### config.mk
export PLATFORM = sky130hd
export DESIGN_NAME = gbn_tx_ctrl
export DESIGN_NICKNAME = d
export VERILOG_FILES = /design/src/rtl/gbn_pkg.sv /design/src/rtl/gbn_win_chk.sv /design/src/rtl/gbn_tmo_timer.sv /design/src/rtl/gbn_grant_arb.sv /design/src/rtl/gbn_tx_ctrl.sv
export SDC_FILE = /design/constraint.sdc
export NUM_CORES = 1
export LEC_CHECK = 0
export BUFFER_PORTS_ARGS = -buffer_cell sky130_fd_sc_hd__buf_2
export CAP_MARGIN = 10
export CORE_ASPECT_RATIO = 2
export CORE_MARGIN = 4
export CORE_UTILIZATION = 40
export CTS_BUF_LIST = sky130_fd_sc_hd__clkbuf_4 sky130_fd_sc_hd__clkbuf_8
export DETAILED_ROUTE_END_ITERATION = 10
export RECOVER_POWER = 100
export SYNTH_ARGS = -nofsm -noshare
export SYNTH_HDL_FRONTEND = slang
export SYNTH_SLANG_ARGS = --single-unit
### constraint.sdc
create_clock -name clk_i -period 5.5 [get_ports clk_i]
set_input_delay 1.1 -clock clk_i [delete_from_list [all_inputs] [get_ports clk_i]]
set_output_delay 1.1 -clock clk_i [all_outputs]
set_load 0.05 [all_outputs]
### src/rtl/gbn_pkg.sv
package gbn_pkg;
    typedef enum logic [1:0] {
        ACK_READY  = 2'b00,
        ACK_HOLD   = 2'b01,
        ACK_REWIND = 2'b10,
        ACK_NONE   = 2'b11
    } ack_kind_e;
endpackage

### src/rtl/gbn_win_chk.sv
// Modular distance checks of an acknowledgement number against the window.
module gbn_win_chk #(
    parameter int SEQ_W = 3
) (
    input  logic [SEQ_W-1:0] base_i,
    input  logic [SEQ_W-1:0] next_i,
    input  logic [SEQ_W-1:0] send_i,
    input  logic [SEQ_W-1:0] num_i,
    output logic             in_win_o,
    output logic             advance_o,
    output logic             send_behind_o,
    output logic [SEQ_W-1:0] out_cnt_o
);
    logic [SEQ_W-1:0] d_num, d_next, d_send;

    always_comb begin
        d_num         = num_i - base_i;
        d_next        = next_i - base_i;
        d_send        = send_i - base_i;
        in_win_o      = (d_num <= d_next);
        advance_o     = (d_num != '0);
        send_behind_o = (d_send < d_num);
        out_cnt_o     = d_next;
    end
endmodule

### src/rtl/gbn_tmo_timer.sv
// Retransmission timer: expires after TMO_CYC running cycles.
module gbn_tmo_timer #(
    parameter int TMO_CYC = 16
) (
    input  logic clk_i,
    input  logic rst_ni,
    input  logic run_i,
    input  logic restart_i,
    output logic expire_o
);
    localparam int TW = (TMO_CYC > 2) ? $clog2(TMO_CYC) : 1;
    localparam logic [TW-1:0] LAST = TW'(TMO_CYC - 1);

    logic [TW-1:0] tmr_d, tmr_q;

    always_comb begin
        expire_o = run_i && (tmr_q == LAST);
        if (!run_i || restart_i || expire_o) begin
            tmr_d = '0;
        end else begin
            tmr_d = tmr_q + TW'(1);
        end
    end

    always_ff @(posedge clk_i or negedge rst_ni) begin
        if (!rst_ni) tmr_q <= '0;
        else         tmr_q <= tmr_d;
    end
endmodule

### src/rtl/gbn_grant_arb.sv
// Decides whether the source request is granted this cycle.
module gbn_grant_arb #(
    parameter int SEQ_W = 3
) (
    input  logic             req_i,
    input  logic             ack_valid_i,
    input  logic             halt_i,
    input  logic             pwait_i,
    input  logic             lrst_i,
    input  logic [SEQ_W-1:0] send_i,
    input  logic [SEQ_W-1:0] next_i,
    input  logic [SEQ_W-1:0] out_cnt_i,
    output logic             gnt_o,
    output logic             retx_o
);
    localparam logic [SEQ_W-1:0] WIN = SEQ_W'((1 << SEQ_W) - 1);

    logic blocked, room;

    always_comb begin
        retx_o  = (send_i != next_i);
        room    = (out_cnt_i < WIN);
        blocked = ack_valid_i || halt_i || pwait_i || lrst_i;
        gnt_o   = req_i && !blocked && (retx_o || room);
    end
endmodule

### src/rtl/gbn_tx_ctrl.sv
module gbn_tx_ctrl
    import gbn_pkg::*;
#(
    parameter int SEQ_W     = 3,
    parameter int TMO_CYC   = 16,
    parameter int MAX_POLLS = 2
) (
    input  logic             clk_i,
    input  logic             rst_ni,
    input  logic             src_req_i,
    output logic             src_gnt_o,
    output logic [SEQ_W-1:0] gnt_seq_o,
    output logic             gnt_retx_o,
    input  logic             ack_valid_i,
    input  logic [1:0]       ack_kind_i,
    input  logic [SEQ_W-1:0] ack_num_i,
    output logic             poll_o,
    output logic             ack_err_o,
    output logic             link_reset_o,
    output logic [SEQ_W-1:0] base_o,
    output logic [SEQ_W-1:0] out_cnt_o
);
    localparam int PW = $clog2(MAX_POLLS + 1);
    localparam logic [PW-1:0] POLL_LIM = PW'(MAX_POLLS);

    typedef struct packed {
        logic [SEQ_W-1:0] base;
        logic [SEQ_W-1:0] next;
        logic [SEQ_W-1:0] send;
        logic             halt;
        logic             pwait;
        logic             lrst;
        logic             poll;
        logic             err;
        logic [PW-1:0]    polls;
    } st_t;

    st_t st_d, st_q;

    logic             in_win, advance, send_behind;
    logic [SEQ_W-1:0] out_cnt;
    logic             gnt, retx, expire, restart, run, ack_ok;
    ack_kind_e        kind;

    gbn_win_chk #(.SEQ_W(SEQ_W)) u_win (
        .base_i       (st_q.base),
        .next_i       (st_q.next),
        .send_i       (st_q.send),
        .num_i        (ack_num_i),
        .in_win_o     (in_win),
        .advance_o    (advance),
        .send_behind_o(send_behind),
        .out_cnt_o    (out_cnt)
    );

    gbn_grant_arb #(.SEQ_W(SEQ_W)) u_arb (
        .req_i      (src_req_i),
        .ack_valid_i(ack_valid_i),
        .halt_i     (st_q.halt),
        .pwait_i    (st_q.pwait),
        .lrst_i     (st_q.lrst),
        .send_i     (st_q.send),
        .next_i     (st_q.next),
        .out_cnt_i  (out_cnt),
        .gnt_o      (gnt),
        .retx_o     (retx)
    );

    assign run = ((st_q.base != st_q.next) || st_q.pwait) && !st_q.lrst;

    gbn_tmo_timer #(.TMO_CYC(TMO_CYC)) u_tmr (
        .clk_i    (clk_i),
        .rst_ni   (rst_ni),
        .run_i    (run),
        .restart_i(restart),
        .expire_o (expire)
    );

    always_comb begin
        kind    = ack_kind_e'(ack_kind_i);
        ack_ok  = ack_valid_i && !st_q.lrst && (kind != ACK_NONE);
        st_d      = st_q;
        st_d.poll = 1'b0;
        st_d.err  = 1'b0;
        restart   = 1'b0;

        if (ack_ok) begin
            if (in_win) begin
                // cumulative release up to the named frame
                st_d.base = ack_num_i;
                if (advance) restart = 1'b1;
                if (st_q.pwait) begin
                    // reply to a poll: restart sending at its number
                    st_d.pwait = 1'b0;
                    st_d.polls = '0;
                    st_d.send  = ack_num_i;
                    restart    = 1'b1;
                end else if (kind == ACK_REWIND || send_behind) begin
                    st_d.send = ack_num_i;
                end
                st_d.halt = (kind == ACK_HOLD);
            end else begin
                st_d.err = 1'b1;
            end
        end else if (gnt) begin
            st_d.send = st_q.send + SEQ_W'(1);
            if (!retx) st_d.next = st_q.next + SEQ_W'(1);
        end

        if (expire && !restart && !st_q.lrst) begin
            if (st_q.polls == POLL_LIM) begin
                st_d.lrst = 1'b1;
            end else begin
                st_d.poll  = 1'b1;
                st_d.pwait = 1'b1;
                st_d.polls = st_q.polls + PW'(1);
            end
        end
    end

    always_ff @(posedge clk_i or negedge rst_ni) begin
        if (!rst_ni) st_q <= '0;
        else         st_q <= st_d;
    end

    assign src_gnt_o    = gnt;
    assign gnt_seq_o    = st_q.send;
    assign gnt_retx_o   = retx;
    assign poll_o       = st_q.poll;
    assign ack_err_o    = st_q.err;
    assign link_reset_o = st_q.lrst;
    assign base_o       = st_q.base;
    assign out_cnt_o    = out_cnt;
endmodule

==> summary.txt, run 1 <==
Outcome
  – Status: finished clean

Logic synthesis
  – Post-Synthesis Cells: ~140
  – Ys async rst share: 100%
  – Synth area leaders: dfrtp_1, ha_1, xor2_1, fa_1, inv_1
  – Post-synth EDFFs: 0
  – Synthesized flop and latch total: 20
  – Syn nets: ~160
  – Netlist Area Pre-Place: 1380 sq um
  – Yosys cell types: 43
  – Post-synth top flop: dfrtp_1
  – Cell taking the most area after synthesis: dfrtp_1
  – Register area share after synthesis: between 30% and 40%
  – Yosys warnings: 0
  – Top-area cell type share of the netlist area: 36.3%
  – Synthesized area per cell: 10.1 sq um

Critical path
  – Slowest stage delay, CP: between 0.5 and 0.6 ns
  – WP buf/inv: 4
  – CP max-delay cell: clkbuf_1
  – Crit start category: flip-flop
  – CP top delay family: buffers and inverters
  – Worst reg2reg setup slack: between 2 and 2.5 ns
  – Max Fanout on Critical Path: 5
  – Critical path type: flip-flop to primary output
  – Data arrival time of the worst path: 2.67 ns
  – Crit path top cell by count: inv_1
  – WP data required: approximately 4.4 ns
  – Crit path cell chain: inv_1 > ha_1 > inv_1 > fa_1 > xnor2_1 > inv_1 > a31oi_1 > clkbuf_1
  – Crit end category: primary output

Clocking
  – H-Tree Depth: 1
  – Clock buffer count from CTS: 3
  – Register clock-pin slew on the reported worst setup and hold paths: ~0.070 ns
  – Clock Sinks: 20
  – Clk Latency, worst-skew pair: 0.27 ns
  – # hold bufs at CTS: 0
  – TritonCTS clock tree: done
  – Clk root buf: clkbuf_8
  – Clock buffer depth: 2
  – Post-CTS Resized: 0
  – Post-CTS setup repair buffer count: 0

Timing
  – Final hold vios: 0
  – Setup violators final: 0
  – Clk_skew: 0.00720 ns
  – Minimum clock period: approximately 3.8 ns
  – Final worst slack: roughly 1.7 ns
  – Setup TNS: 0 ns
  – Unrepaired setup endpoints after global routing: no
  – Relative slew slack: roughly a quarter
  – Fin crit share: between 60 and 70%
  – Worst Max-Slew Pin Slew: 1.12 ns
  – Slew Viols, Final: 0
  – Maximum clock rate: approximately 270 MHz

Layout
  – Ant. Diodes: 0
  – Layout net count: 178
  – Layout cells sized above 1: around 11%
  – Area growth, synth to finish: 9.97%
  – Commonest non-fill, non-tap cell in the layout: dfrtp_1
  – Most frequent cells in the layout: dfrtp_1, inv_1, clkbuf_1

Floorplanning
  – Die height: a little over 90 um
  – Die ar.: approximately 4500 sq um
  – Chip width: 49.5 um
  – Rows: 30
  – Initial core utilization: just over 40%
  – Core Area: 3340 sq um
  – Ports: 23

Place
  – Final Wtd Congestion: between 0.8 and 0.9
  – PortBufs: 22
  – Pre-CTS WS: 1.72 ns
  – Dpl hpwl: around 2.6 mm

Routing
  – Residual DRC: 0
  – Post-DRT Antenna Nets: 0
  – Routed WL per cell: 17.1 um
  – Routed WL: about 3.2 mm
  – First drt pass iteration count: 2
  – Initial DRC Count: 24
  – DR vias/cell: approximately 5.6
  – DR vias: approximately 1000

Global route
  – Largest net degree at the start of global routing: 21
  – First-pass GRT wire length: 5.62 mm
  – Initial antenna violation count: 0
  – GRT Util Overall: 16.3%
  – Congestion Overflow GR: 0
  – Vias in the first global route: between 1000 and 1500

Run
  – Number of max-cap violations: 0

Min path
  – Worst hold path class: flip-flop to flip-flop
-- cell type report --
class / count / area (sq um)
Clock buffer: 3 / 41.3
Clock inverter: 1 / 30.0
Fill cell: 347 / 1820
Inverter: 16 / 60.1
Multi-Input combinational cell: 93 / 756
Sequential cell: 20 / 500
Tap cell: 32 / 40.0
Timing Repair Buffer: 22 / 90.1
-- layer usage --
layer  routed length, um  track usage (%)  vias to the layer above
li1                    -                -                      504
met1                1090             16.7                      501
met4                 210             12.5                        0
met3                 106             2.30                       15
met2                1790             28.5                       25
met5                   0                0                        -
-- registers in the layout, indices dropped and copies added, names as in the netlist --
register      cells
link_reset_o      1
gnt_seq_o         3
st_q              7
ack_err_o         1
poll_o            1
base_o            3
u_tmr.tmr_q       4
-- cell usage after synthesis, types with 3 or more instances --
cell type  number
buf_4           6
nor2_1         10
xnor2_1         4
a21oi_1         4
nand3_1         4
fa_1            3
inv_1          15
ha_1           10
nand2b_1        3
dfrtp_1        20
nor3_1          3
xor2_1          8
nand2_1         6
mux2_2          4
-- worst paths after layout --
kind / start / cells past startpoint / end
max: st_q[10]$_DFFE_PN0P_ / 8 / src_gnt_o
min: u_tmr.tmr_q[0]$_DFF_PN0_ / 1 / u_tmr.tmr_q[0]$_DFF_PN0_
max reg2reg: st_q[10]$_DFFE_PN0P_ / 11 / st_q[0]$_DFF_PN0_
min reg2reg: u_tmr.tmr_q[0]$_DFF_PN0_ / 1 / u_tmr.tmr_q[0]$_DFF_PN0_
max in group asynchronous: rst_ni / 1 / u_tmr.tmr_q[3]$_DFF_PN0_
min in group asynchronous: rst_ni / 1 / ack_err_o$_DFF_PN0_
-- per-stage QoR --
step / hold WS [ns] / utilization, % / area, sq um / std cells
after floorplan: 0.432 / - / 1380 / 136
after global placement: 0.445 / 44.3 / 1480 / 183
after detailed placement: 0.456 / 44.3 / 1480 / 183
after CTS: 0.466 / 46.4 / 1550 / 187
after global routing: 0.486 / 45.4 / 1520 / 187
final: 0.463 / 45.4 / 1520 / 187
-- cells by family (layout without fill, tap and decap cells) --
kind of cell | count (synthesis) | count (layout) | synth area share, %
mux | 5 | 5 | 4.08
flops | 20 | 20 | 36.3
simple gates | 34 | 34 | 12.0
buf+inv | 23 | 42 | 7.98
xor+xnor | 14 | 14 | 10.4
compound gates | 27 | 27 | 15.9
fa+ha+maj | 13 | 13 | 13.4
Power of run 1 is left out: the tool's default activity adds up to more than one toggle a clock period on the data nets, which glitch-free logic cannot reach.
==> inputs of run 2 (changes only) <==
Settings changed: ABC_AREA from default to 1.
Clock period 5.5 ns to 3.4 ns, I/O delays scaled along.
==> run 2 against run 1 <==
  * Global-route usage is 0.53 points lower
  * Die area increased by 5.0%
  * Design area grew 5.4%
  * Worst setup slack got worse by 1.4 ns
  * Count of clock-buffer cells in the layout did not move
  * Via count increased by 17%
  * Utilization is 0.91 points higher
  * Largest cell class unchanged
==> summary.txt, run 2 <==
Floorplanning
  – Chip width: 50.7 um (+2.4%)
  – Rows: 30 (unchanged)
  – Initial core utilization: 42.2% (+0.94 points)
  – Ports: 23 (unchanged)
  – Core Area: 3450 sq um (+3.4%)
  – Die ar.: 4740 sq um (+5.0%)
  – Die height: 93.4 um (+2.6%)

Clocking
  – Post-CTS Resized: 0 (unchanged)
  – Clock buffer depth: 2 (unchanged)
  – Post-CTS setup repair buffer count: 0 (unchanged)
  – Clk Latency, worst-skew pair: 0.26 ns (about the same)
  – Clock Sinks: 20 (unchanged)
  – Clock buffer count from CTS: 3 (unchanged)
  – # hold bufs at CTS: 0 (unchanged)
  – Clk root buf: clkbuf_8
  – TritonCTS clock tree: done
  – Register clock-pin slew on the reported worst setup and hold paths: 0.08 ns (about the same)
  – H-Tree Depth: 1 (unchanged)

Min path
  – Worst hold path class: flip-flop to flip-flop

Place
  – Dpl hpwl: 2.77 mm (+5.0%)
  – Inst Count DP: 247 (+35%)
  – Final Wtd Congestion: 0.847 (-2.2%)
  – PortBufs: 22 (unchanged)
  – Placed Instance Area: 1580 sq um (+7.0%)

Run
  – Number of max-cap violations: 0 (unchanged)

Routing
  – Post-DRT Antenna Nets: 0 (unchanged)
  – DR vias: 1218 (+17%)
  – DR vias/cell: 4.85 (-13%)
  – Routed WL per cell: 13.2 um (-23%)
  – Routed WL: 3.32 mm (+3.6%)
  – Residual DRC: 0 (unchanged)
  – First drt pass iteration count: 4 (+2)
  – Initial DRC Count: 22 (-8.3%)

Critical path
  – Crit path top cell by count: inv_1
  – Critical path type: flip-flop to primary output
  – Data arrival time of the worst path: 2.40 ns (-0.27 ns)
  – WP buf/inv: 5 (+1)
  – WP data required: 2.72 ns (-1.68 ns)
  – CP top delay family: buffers and inverters
  – Crit start category: flip-flop
  – Crit path cell chain: inv_1 > ha_1 > inv_1 > fa_1 > inv_1 > nand3_1 > nand2_1 > nand2_1 > o21ai_2 > inv_1 > clkbuf_2
  – CP max-delay cell: dfrtp_1
  – Slowest stage delay, CP: 0.45 ns (-0.06 ns)
  – Max Fanout on Critical Path: 4 (-1)
  – Crit end category: primary output

Power
  – Pwr dens: between 300 and 400 nW/um^2
  – Max IR drop VDD: ~0.22 mV
  – Pleak: 0.862 nW

Timing
  – Slew Viols, Final: 0 (unchanged)
  – Setup TNS: 0 ns (unchanged)
  – WHS: 0.484 ns (+0.0205 ns)
  – Setup violators final: 0 (unchanged)
  – Unrepaired setup endpoints after global routing: no
  – Worst Max-Slew Pin Slew: 1.11 ns (-0.0177 ns)
  – Maximum clock rate: 325 MHz
  – Final hold vios: 0 (unchanged)
  – Fin crit share: between 90% and 100%
  – Relative slew slack: 26.2% (+1.2 points)
  – Minimum clock period: 3.08 ns
  – Clk_skew: 0.00298 ns (-0.00421 ns)

Logic synthesis
  – Synthesized flop and latch total: 20 (unchanged)
  – Register area share after synthesis: 34.3% (-2.0 points)
  – Yosys warnings: 0 (unchanged)
  – Synth area leaders: dfrtp_1, nand2_1, ha_1, inv_1, nand3_1
  – Synthesized area per cell: 7.97 sq um (-21%)
  – Top-area cell type share of the netlist area: 34.3% (-2.0 points)
  – Most instantiated cells after synthesis: nand2_1, inv_1, dfrtp_1
  – Netlist Area Pre-Place: 1460 sq um (+5.7%)
  – Cell taking the most area after synthesis: dfrtp_1
  – Post-synth EDFFs: 0 (unchanged)
  – Yosys cell types: 25 (-42%)
  – Ys async rst share: 100% (unchanged)
  – Most frequent cell after synthesis: nand2_1
  – Post-synth top flop: dfrtp_1
  – Post-Synthesis Cells: 183 (+35%)
  – Syn nets: 205 (+30%)

Layout
  – Ant. Diodes: 0 (unchanged)
  – Largest register FFs: 7 (unchanged)
  – Leading registers by flop count: st_q x7, u_tmr.tmr_q x4
  – Layout cells sized above 1: 13.3% (+2.3 points)
  – Layout Cell Area excl Fill: 1600 sq um (+5.4%)
  – Area growth, synth to finish: 9.69%
  – Final Non-Filler Cells: 251 (+34%)
  – Commonest non-fill, non-tap cell in the layout: nand2_1
  – Layout net count: 226 (+27%)
  – Most frequent cells in the layout: nand2_1, inv_1, dfrtp_1
  – Core Util, Final: 46.3% (+0.91 points)
  – Largest reg by FF count: st_q

Global route
  – GRT Util Overall: 15.8% (-0.53 points)
  – Initial antenna violation count: 0 (unchanged)
  – First-pass GRT wire length: 5.68 mm (+0.98%)
  – Largest net degree at the start of global routing: 21 (unchanged)
  – Vias in the first global route: 1281 (+8.6%)
  – Congestion Overflow GR: 0 (unchanged)

Outcome
  – Status: finished clean
## run 2: cell types whose count changed after synthesis, moves of 3 or more
cell / previous run / this run
nand2_2: 0 / 8
o21ai_0: 2 / 5
inv_2: 1 / 5
nand2_1: 6 / 49
mux2_2: 4 / 0
nand2b_1: 3 / 0
nand3_1: 4 / 14
inv_1: 15 / 25
xor2_1: 8 / 4
## run 2: worst register-to-register path: cells and delay by family, from the launching register on
| kind | cells | cell delay [ns] |
|---|---|---|
| flops | 1 | 0.45 |
| fa+ha+maj | 3 | 0.95 |
| buf+inv | 4 | 0.30 |
| simple gates | 10 | 1.04 |
## run 2: layout make-up
| type | instances | area, sq um |
|---|---|---|
| repair buffers | 22 | 92.6 |
| inverters | 30 | 113 |
| well taps | 48 | 60.1 |
| fillers | 397 | 1850 |
| clock inverters | 1 | 30.0 |
| clock buffers | 3 | 41.3 |
| flip-flops and latches | 20 | 500 |
| multi-input cells | 127 | 763 |
## run 2: logic make-up after synthesis
family          synth area share, %
simple gates                   32.8
buf+inv                        10.8
flops                          34.3
compound gates                 4.03
fa+ha+maj                      12.7
xor+xnor                       5.40
## run 2: where the power goes
part | internal [W] | switching, W
registers | 0.000238 | 0
logic | 0.00000925 | 0.0000181
clock network | 0.000157 | 0.0000863
## run 2: per-stage QoR
step                setup WS [ns]  power, W
floorplan                   0.584  0.000258
detailed placement          0.628  0.000273
global placement            0.672  0.000272
finish                      0.320  0.000508
CTS                         0.366  0.000515
global route                0.188  0.000526
## run 2: worst paths after layout
check                                         start                  endpoint  slack [ns]  cells past startpoint
max                            st_q[10]$_DFFE_PN0P_                 src_gnt_o        0.32                     11
max in group asynchronous                    rst_ni         st_q[5]$_DFF_PN0_        2.14                      1
max reg2reg                    st_q[10]$_DFFE_PN0P_  gnt_seq_o[0]$_DFFE_PN0P_        0.60                     17
min in group asynchronous                    rst_ni     base_o[2]$_DFFE_PN0P_        0.60                      1
min                        u_tmr.tmr_q[0]$_DFF_PN0_  u_tmr.tmr_q[0]$_DFF_PN0_        0.48                      1
min reg2reg                u_tmr.tmr_q[0]$_DFF_PN0_  u_tmr.tmr_q[0]$_DFF_PN0_        0.48                      1
## run 2: layer usage
metal	share of wire (%)	global-route usage, %
met5	0	0
met3	4.1	3.03
met2	54	29.1
met1	37	15.9
met4	4.7	8.54
No activity file was read; power rests on OpenSTA's default activity.
